**config.mk**
```make
export PLATFORM = sky130hd
export DESIGN_NAME = irq_rtr
export DESIGN_NICKNAME = d
export VERILOG_FILES = /design/src/rtl/irq_rtr_pkg.sv /design/src/rtl/irq_rtr_regs.sv /design/src/rtl/irq_rtr_core.sv /design/src/rtl/irq_rtr.sv
export SDC_FILE = /design/constraint.sdc
export NUM_CORES = 1
export LEC_CHECK = 0
export BUFFER_PORTS_ARGS = -buffer_cell sky130_fd_sc_hd__buf_2
export CAP_MARGIN = 25
export CORE_MARGIN = 2
export CORE_UTILIZATION = 35
export CTS_CLUSTER_SIZE = 12
export DETAILED_ROUTE_END_ITERATION = 16
export PLACE_DENSITY = 0.63
export SYNTH_ARGS = -nofsm -noshare
export SYNTH_HDL_FRONTEND = slang
export SYNTH_SLANG_ARGS = --single-unit
```
**constraint.sdc**
```tcl
create_clock -name clk_i -period 1.7 [get_ports clk_i]
set_input_delay 0.17 -clock clk_i [delete_from_list [all_inputs] [get_ports clk_i]]
set_output_delay 0.17 -clock clk_i [all_outputs]
set_load 0.1 [all_outputs]
```
**src/rtl/irq_rtr_pkg.sv**
```systemverilog
package irq_rtr_pkg;
  localparam int N_CORES  = 4;
  localparam int N_LOCAL  = 4;
  localparam int DATA_W   = 32;
  localparam int ADDR_W   = 8;
  localparam int CTL_W    = 2 * N_LOCAL;
  localparam int CORE_W   = $clog2(N_CORES);
  localparam int BIT_MBX0 = N_LOCAL;
  localparam int BIT_GPU  = 8;
  localparam int BIT_LTMR = 11;

  localparam logic [ADDR_W-1:0] OFS_GPU_RT = 8'h0C;
  localparam logic [ADDR_W-1:0] OFS_LT_RT  = 8'h24;
  localparam logic [3:0] BLK_TCTL  = 4'h4;
  localparam logic [3:0] BLK_MCTL  = 4'h5;
  localparam logic [3:0] BLK_IPEND = 4'h6;
  localparam logic [3:0] BLK_FPEND = 4'h7;

  // Steering of one local source: {fiq, irq}; FIQ wins when both enables set
  function automatic logic [1:0] steer(input logic src, input logic irq_en, input logic fiq_en);
    return {src & fiq_en, src & irq_en & ~fiq_en};
  endfunction
endpackage

```
**src/rtl/irq_rtr_regs.sv**
```systemverilog
module irq_rtr_regs
  import irq_rtr_pkg::*;
(
  input  logic                             clk_i,
  input  logic                             rst_ni,
  input  logic                             req_i,
  input  logic                             we_i,
  input  logic [ADDR_W-1:0]                addr_i,
  input  logic [DATA_W-1:0]                wdata_i,
  input  logic [N_CORES-1:0][DATA_W-1:0]   ipend_i,
  input  logic [N_CORES-1:0][DATA_W-1:0]   fpend_i,
  output logic [DATA_W-1:0]                rdata_o,
  output logic [2*CORE_W-1:0]              gpu_rt_o,
  output logic [CORE_W:0]                  lt_rt_o,
  output logic [N_CORES-1:0][CTL_W-1:0]    tctl_o,
  output logic [N_CORES-1:0][CTL_W-1:0]    mctl_o
);
  logic [ADDR_W-1:0] word_addr;
  logic [3:0]        blk;
  logic [CORE_W-1:0] idx;
  logic              wr;

  assign word_addr = {addr_i[ADDR_W-1:2], 2'b00};
  assign blk       = word_addr[7:4];
  assign idx       = word_addr[2 +: CORE_W];
  assign wr        = req_i & we_i;

  logic [2*CORE_W-1:0]           gpu_rt_q;
  logic [CORE_W:0]               lt_rt_q;
  logic [N_CORES-1:0][CTL_W-1:0] tctl_q;
  logic [N_CORES-1:0][CTL_W-1:0] mctl_q;

  always_ff @(posedge clk_i or negedge rst_ni) begin
    if (!rst_ni) begin
      gpu_rt_q <= '0;
      lt_rt_q  <= '0;
      tctl_q   <= '0;
      mctl_q   <= '0;
    end else if (wr) begin
      if (word_addr == OFS_GPU_RT) gpu_rt_q <= wdata_i[2*CORE_W-1:0];
      if (word_addr == OFS_LT_RT)  lt_rt_q  <= wdata_i[CORE_W:0];
      if (blk == BLK_TCTL)         tctl_q[idx] <= wdata_i[CTL_W-1:0];
      if (blk == BLK_MCTL)         mctl_q[idx] <= wdata_i[CTL_W-1:0];
    end
  end

  always_comb begin
    rdata_o = '0;
    if (word_addr == OFS_GPU_RT)     rdata_o[2*CORE_W-1:0] = gpu_rt_q;
    else if (word_addr == OFS_LT_RT) rdata_o[CORE_W:0]     = lt_rt_q;
    else begin
      case (blk)
        BLK_TCTL:  rdata_o[CTL_W-1:0] = tctl_q[idx];
        BLK_MCTL:  rdata_o[CTL_W-1:0] = mctl_q[idx];
        BLK_IPEND: rdata_o            = ipend_i[idx];
        BLK_FPEND: rdata_o            = fpend_i[idx];
        default:   rdata_o            = '0;
      endcase
    end
  end

  assign gpu_rt_o = gpu_rt_q;
  assign lt_rt_o  = lt_rt_q;
  assign tctl_o   = tctl_q;
  assign mctl_o   = mctl_q;

  logic stray_wr;
  assign stray_wr = wr && word_addr != OFS_GPU_RT && word_addr != OFS_LT_RT &&
                    blk != BLK_TCTL && blk != BLK_MCTL;


  tctl_low_byte_chk: assert property (@(posedge clk_i) disable iff (!rst_ni)
    (wr && word_addr == 8'h40) |=> (tctl_o[0] == $past(wdata_i[CTL_W-1:0])));

  stray_wr_no_effect_chk: assert property (@(posedge clk_i) disable iff (!rst_ni)
    stray_wr |=> ($stable(gpu_rt_o) && $stable(lt_rt_o) && $stable(tctl_o) && $stable(mctl_o)));
endmodule

```
**src/rtl/irq_rtr_core.sv**
```systemverilog
module irq_rtr_core
  import irq_rtr_pkg::*;
(
  input  logic               clk_i,
  input  logic               rst_ni,
  input  logic [CTL_W-1:0]   tctl_i,
  input  logic [CTL_W-1:0]   mctl_i,
  input  logic [N_LOCAL-1:0] tmr_i,
  input  logic [N_LOCAL-1:0] mbx_i,
  input  logic               gpu_irq_i,
  input  logic               gpu_fiq_i,
  input  logic               lt_irq_i,
  input  logic               lt_fiq_i,
  output logic [DATA_W-1:0]  ipend_o,
  output logic [DATA_W-1:0]  fpend_o
);
  logic [N_LOCAL-1:0] t_irq, t_fiq, m_irq, m_fiq;

  for (genvar n = 0; n < N_LOCAL; n++) begin : g_src
    assign {t_fiq[n], t_irq[n]} = steer(tmr_i[n], tctl_i[n], tctl_i[n+N_LOCAL]);
    assign {m_fiq[n], m_irq[n]} = steer(mbx_i[n], mctl_i[n], mctl_i[n+N_LOCAL]);
  end

  always_comb begin
    ipend_o = '0;
    fpend_o = '0;
    ipend_o[N_LOCAL-1:0]            = t_irq;
    fpend_o[N_LOCAL-1:0]            = t_fiq;
    ipend_o[BIT_MBX0 +: N_LOCAL]    = m_irq;
    fpend_o[BIT_MBX0 +: N_LOCAL]    = m_fiq;
    ipend_o[BIT_GPU]                = gpu_irq_i;
    fpend_o[BIT_GPU]                = gpu_fiq_i;
    ipend_o[BIT_LTMR]               = lt_irq_i;
    fpend_o[BIT_LTMR]               = lt_fiq_i;
  end


  local_excl_chk: assert property (@(posedge clk_i) disable iff (!rst_ni)
    ((ipend_o[7:0] & fpend_o[7:0]) == 8'h00));

  reserved_zero_chk: assert property (@(posedge clk_i) disable iff (!rst_ni)
    (ipend_o[31:12] == '0 && fpend_o[31:12] == '0 && ipend_o[10:9] == 2'b00 && fpend_o[10:9] == 2'b00));

  masked_src_chk: assert property (@(posedge clk_i) disable iff (!rst_ni)
    (tctl_i == '0) |-> (ipend_o[3:0] == 4'h0 && fpend_o[3:0] == 4'h0));
endmodule

```
**src/rtl/irq_rtr.sv**
```systemverilog
module irq_rtr
  import irq_rtr_pkg::*;
(
  input  logic                   clk_i,
  input  logic                   rst_ni,
  input  logic                   req_i,
  input  logic                   we_i,
  input  logic [7:0]             addr_i,
  input  logic [31:0]            wdata_i,
  output logic [31:0]            rdata_o,
  input  logic [15:0]            tmr_irq_i,
  input  logic [15:0]            mbx_pend_i,
  input  logic                   gpu_irq_i,
  input  logic                   gpu_fiq_i,
  input  logic                   ltmr_irq_i,
  output logic [3:0]             irq_o,
  output logic [3:0]             fiq_o
);
  logic [2*CORE_W-1:0]            gpu_rt;
  logic [CORE_W:0]                lt_rt;
  logic [N_CORES-1:0][CTL_W-1:0]  tctl, mctl;
  logic [N_CORES-1:0][DATA_W-1:0] ipend, fpend;

  irq_rtr_regs u_regs (
    .clk_i    (clk_i),
    .rst_ni   (rst_ni),
    .req_i    (req_i),
    .we_i     (we_i),
    .addr_i   (addr_i),
    .wdata_i  (wdata_i),
    .ipend_i  (ipend),
    .fpend_i  (fpend),
    .rdata_o  (rdata_o),
    .gpu_rt_o (gpu_rt),
    .lt_rt_o  (lt_rt),
    .tctl_o   (tctl),
    .mctl_o   (mctl)
  );

  for (genvar c = 0; c < N_CORES; c++) begin : g_core
    logic gi, gf, li, lf;
    assign gi = gpu_irq_i  && (gpu_rt[CORE_W-1:0] == CORE_W'(c));
    assign gf = gpu_fiq_i  && (gpu_rt[2*CORE_W-1:CORE_W] == CORE_W'(c));
    assign li = ltmr_irq_i && (lt_rt[CORE_W-1:0] == CORE_W'(c)) && !lt_rt[CORE_W];
    assign lf = ltmr_irq_i && (lt_rt[CORE_W-1:0] == CORE_W'(c)) &&  lt_rt[CORE_W];

    irq_rtr_core u_core (
      .clk_i     (clk_i),
      .rst_ni    (rst_ni),
      .tctl_i    (tctl[c]),
      .mctl_i    (mctl[c]),
      .tmr_i     (tmr_irq_i[c*N_LOCAL +: N_LOCAL]),
      .mbx_i     (mbx_pend_i[c*N_LOCAL +: N_LOCAL]),
      .gpu_irq_i (gi),
      .gpu_fiq_i (gf),
      .lt_irq_i  (li),
      .lt_fiq_i  (lf),
      .ipend_o   (ipend[c]),
      .fpend_o   (fpend[c])
    );

    assign irq_o[c] = |ipend[c];
    assign fiq_o[c] = |fpend[c];
  end

  logic [N_CORES-1:0] gpu_i_bits, gpu_f_bits, lt_i_bits, lt_f_bits;
  for (genvar c = 0; c < N_CORES; c++) begin : g_obs
    assign gpu_i_bits[c] = ipend[c][BIT_GPU];
    assign gpu_f_bits[c] = fpend[c][BIT_GPU];
    assign lt_i_bits[c]  = ipend[c][BIT_LTMR];
    assign lt_f_bits[c]  = fpend[c][BIT_LTMR];
  end


  gpu_single_target_chk: assert property (@(posedge clk_i) disable iff (!rst_ni)
    ($onehot0(gpu_i_bits) && $onehot0(gpu_f_bits) && ($countones(gpu_i_bits) == int'(gpu_irq_i))));

  ltmr_one_word_chk: assert property (@(posedge clk_i) disable iff (!rst_ni)
    (($countones(lt_i_bits) + $countones(lt_f_bits)) == int'(ltmr_irq_i)));

  out_needs_src_chk: assert property (@(posedge clk_i) disable iff (!rst_ni)
    ((tmr_irq_i == '0 && mbx_pend_i == '0 && !gpu_irq_i && !gpu_fiq_i && !ltmr_irq_i)
      |-> (irq_o == '0 && fiq_o == '0)));
endmodule

```
==> flow_metrics.env <==
export IMPL_diodes=0
export IMPL_grt_pass1_wl_mm=27.33
export IMPL_synthTopCellsByArea="dfrtp_1 36%, mux2_2 12%, mux4_2 8.3%"
export IMPL_finalNetCount=718
export IMPL_core_um2=13770
export IMPL_crit_slowest_cell="mux4_2"
export IMPL_clock_latency_ns=0.35
export IMPL_place_inst=797
export IMPL_finalHoldViolCount=0
export IMPL_synth_flop_cell="dfrtp_1"
export IMPL_syn_to_final_growth_pct=50.32
export IMPL_grtUsageTotal_pct=24.97
export IMPL_rsz0062_at_grt="yes"
export IMPL_cts_tree="built"
export IMPL_crit_start="u_regs.tctl_o[2]"
export IMPL_post_route_period_util_pct=128.6
export IMPL_vdd_drop_max_uv=628.0
export IMPL_avgSynthCellArea_um2=11.09
export IMPL_worst_slack_ns=-0.4864
export IMPL_drt_initial_drc_count=252
export IMPL_io_buffer_count=70
export IMPL_cp_buffers_inverters=2
export IMPL_synth_cells=443
export IMPL_cp_end_kind="output pin"
export IMPL_synth_edf_count=0
export IMPL_synthArstFlopShare_pct=100.0
export IMPL_drive_gt1_share_pct=59.01
export IMPL_clk_pin_slew_ns=0.06
export IMPL_synth_cell_types=53
export IMPL_row_count=43
export IMPL_htree_levels=3
export IMPL_violations="setup timing"
export IMPL_synth_area_um2=4913
export IMPL_worstPathArrival_ns=2.02
export IMPL_final_common_cell="buf_4"
export IMPL_dr_pass1_iters=5
export IMPL_cp_cell_sequence="buf_6 -> mux4_2 -> mux2_4 -> nand2_4 -> a41oi_4 -> buf_12"
export IMPL_clockBufferDepth=2
export IMPL_cts_made_buffers=9
export IMPL_cts_sinks=71
export IMPL_yosysWarningCount=0
export IMPL_mostFrequentLayoutCells="124 x buf_4, 69 x dfrtp_1, 52 x buf_2, 47 x mux2_2, 33 x nand2_1"
export IMPL_p_per_area_nw_per_um2=823.1
export IMPL_antenna_left=0
export IMPL_hold_start="wdata_i[7]"
export IMPL_preCtsSetupSlack_ns=-0.3465
export IMPL_crit_type="reg -> out"
export IMPL_min_period_ns=2.186
export IMPL_vias_per_cell=5.597
export IMPL_slowest_delay_ns=0.44
export IMPL_stdcell_count=824
export IMPL_wirelength_mm=17.86
export IMPL_power_leakage_uw=0.003458
export IMPL_antenna_found_initial=0
export IMPL_setup_viol=17
export IMPL_grt_max_degree=72
export IMPL_avgRoutedWirePerCell_um=21.67
export IMPL_crit_family="multiplexers"
export IMPL_netlist_top_cell_by_area="dfrtp_1"
export IMPL_gp_congestion=0.9613
export IMPL_die_width_um=122.5
export IMPL_yosysSeqAreaShare_pct=36.16
export IMPL_dieHeight_um=122.5
export IMPL_fin_util_pct=53.62
export IMPL_ys_seq_elements=71
export IMPL_reg2reg_from="u_regs.lt_rt_o[2]"
export IMPL_synthDominantCellAreaShare_pct=36.16
export IMPL_grt_pass1_vias=4654
export IMPL_num_vias=4612
export IMPL_final_max_slew_violation_count=0
export IMPL_initial_core_util_pct=35.67
export IMPL_critical_path_max_fanout=2
export IMPL_status="complete, but fails checks"
export IMPL_dp_hpwl_mm=13.65
export IMPL_num_io_pins=119
export IMPL_die_area_um2=15000
export IMPL_drv_cap=0
export IMPL_setup_tns_ns=-6.330
export IMPL_max_freq_mhz=457.4
export IMPL_required_ns=1.53
export IMPL_skew_ns=0
export IMPL_cp_start_kind="register"
export IMPL_root_buffer="clkbuf_16"
export IMPL_overflow=0
export IMPL_hold_path_class="in -> reg"
export IMPL_route_detailed_drc=0
## synthesized netlist by cell type, types with 6 or more instances
cell type	count
nand3b_1	28
mux2_4	24
nor2_1	10
clkbuf_1	7
nand3_1	15
dfrtp_1	71
o22ai_1	15
a31oi_1	8
buf_4	25
xnor2_1	6
o21ai_0	15
mux2_2	51
buf_2	9
mux4_2	18
nand4_1	12
o2111ai_1	6
nor2b_1	6
o211ai_1	7
nand2_1	45
## sequential cells by signal, summed over array words and instances, names as in the netlist
name / flops
u_regs.tctl_o: 32
u_regs.mctl_o: 32
u_regs.lt_rt_o: 3
u_regs.gpu_rt_o: 4
## cell type report
type / instances / area, um2
tap: 180 / 225.2
sequential: 71 / 1779
timing repair buffer: 211 / 1763
clock buffer: 10 / 239.0
clock inverter: 6 / 50.05
multi-input combinational: 343 / 3318
inverter: 3 / 11.26
fill: 1208 / 6387
## worst reg2reg max path, delay by kind of cell (launching register included)
family | cells | cell delay [ns]
DFF | 1 | 0.43
buffers and inverters | 2 | 0.29
muxes | 1 | 0.27
## stage by stage
| stage | power [uW] | hold WS, ns | cell area, um2 |
|---|---|---|---|
| floorplan | 3249 | -0.1256 | 5244 |
| global placement | 4016 | 0.2270 | 6700 |
| global route | 6288 | 0.1871 | 7386 |
| detailed placement | 4027 | 0.2289 | 6700 |
| CTS | 6049 | 0.1621 | 7288 |
| finish | 6079 | 0.1678 | 7386 |
## cells by family after synthesis
kind of cell	Yosys count	synth area share, %
other	1	0.07632
flip-flops	71	36.16
AND/OR/NAND/NOR	151	19.10
XOR/XNOR	7	1.248
multiplexers	94	27.48
AO/OA/AOI/OAI	69	9.677
buffers and inverters	50	6.264
## final timing paths
check                               endpoint  slack, ns  cells after the start
max in group asynchronous  u_regs.tctl_o[20]       0.98                      3
min reg2reg                 u_regs.tctl_o[0]       0.55                      1
max reg2reg                u_regs.lt_rt_o[2]       0.59                      3
max                               rdata_o[2]      -0.49                      6
min                        u_regs.tctl_o[15]       0.17                      2
min in group asynchronous  u_regs.mctl_o[27]       0.36                      3
## per-layer routing
layer | global-route usage (%) | share of wire (%) | vias up
li1 | - | - | 2049
met1 | 32.89 | 43 | 2301
met2 | 39.41 | 46 | 215
met3 | 4.879 | 6.2 | 47
met4 | 12.07 | 4.1 | 0
met5 | 0 | 0 | -
## repair_timing
item                       CTS  global route
setup endpoints to repair   17            18
pin swaps                   25            13
hold buffers                 1             0
gates cloned                 0             0
resized for setup           59            15
hold endpoints to repair    71             0
buffers inserted             8             2
## where the power goes
part,switching (uW),internal [uW],total (uW)
clock network,811,1040,1850
registers,116,1830,1950
logic,1340,943,2280
Note: power is estimated with default switching activity, not from simulation.
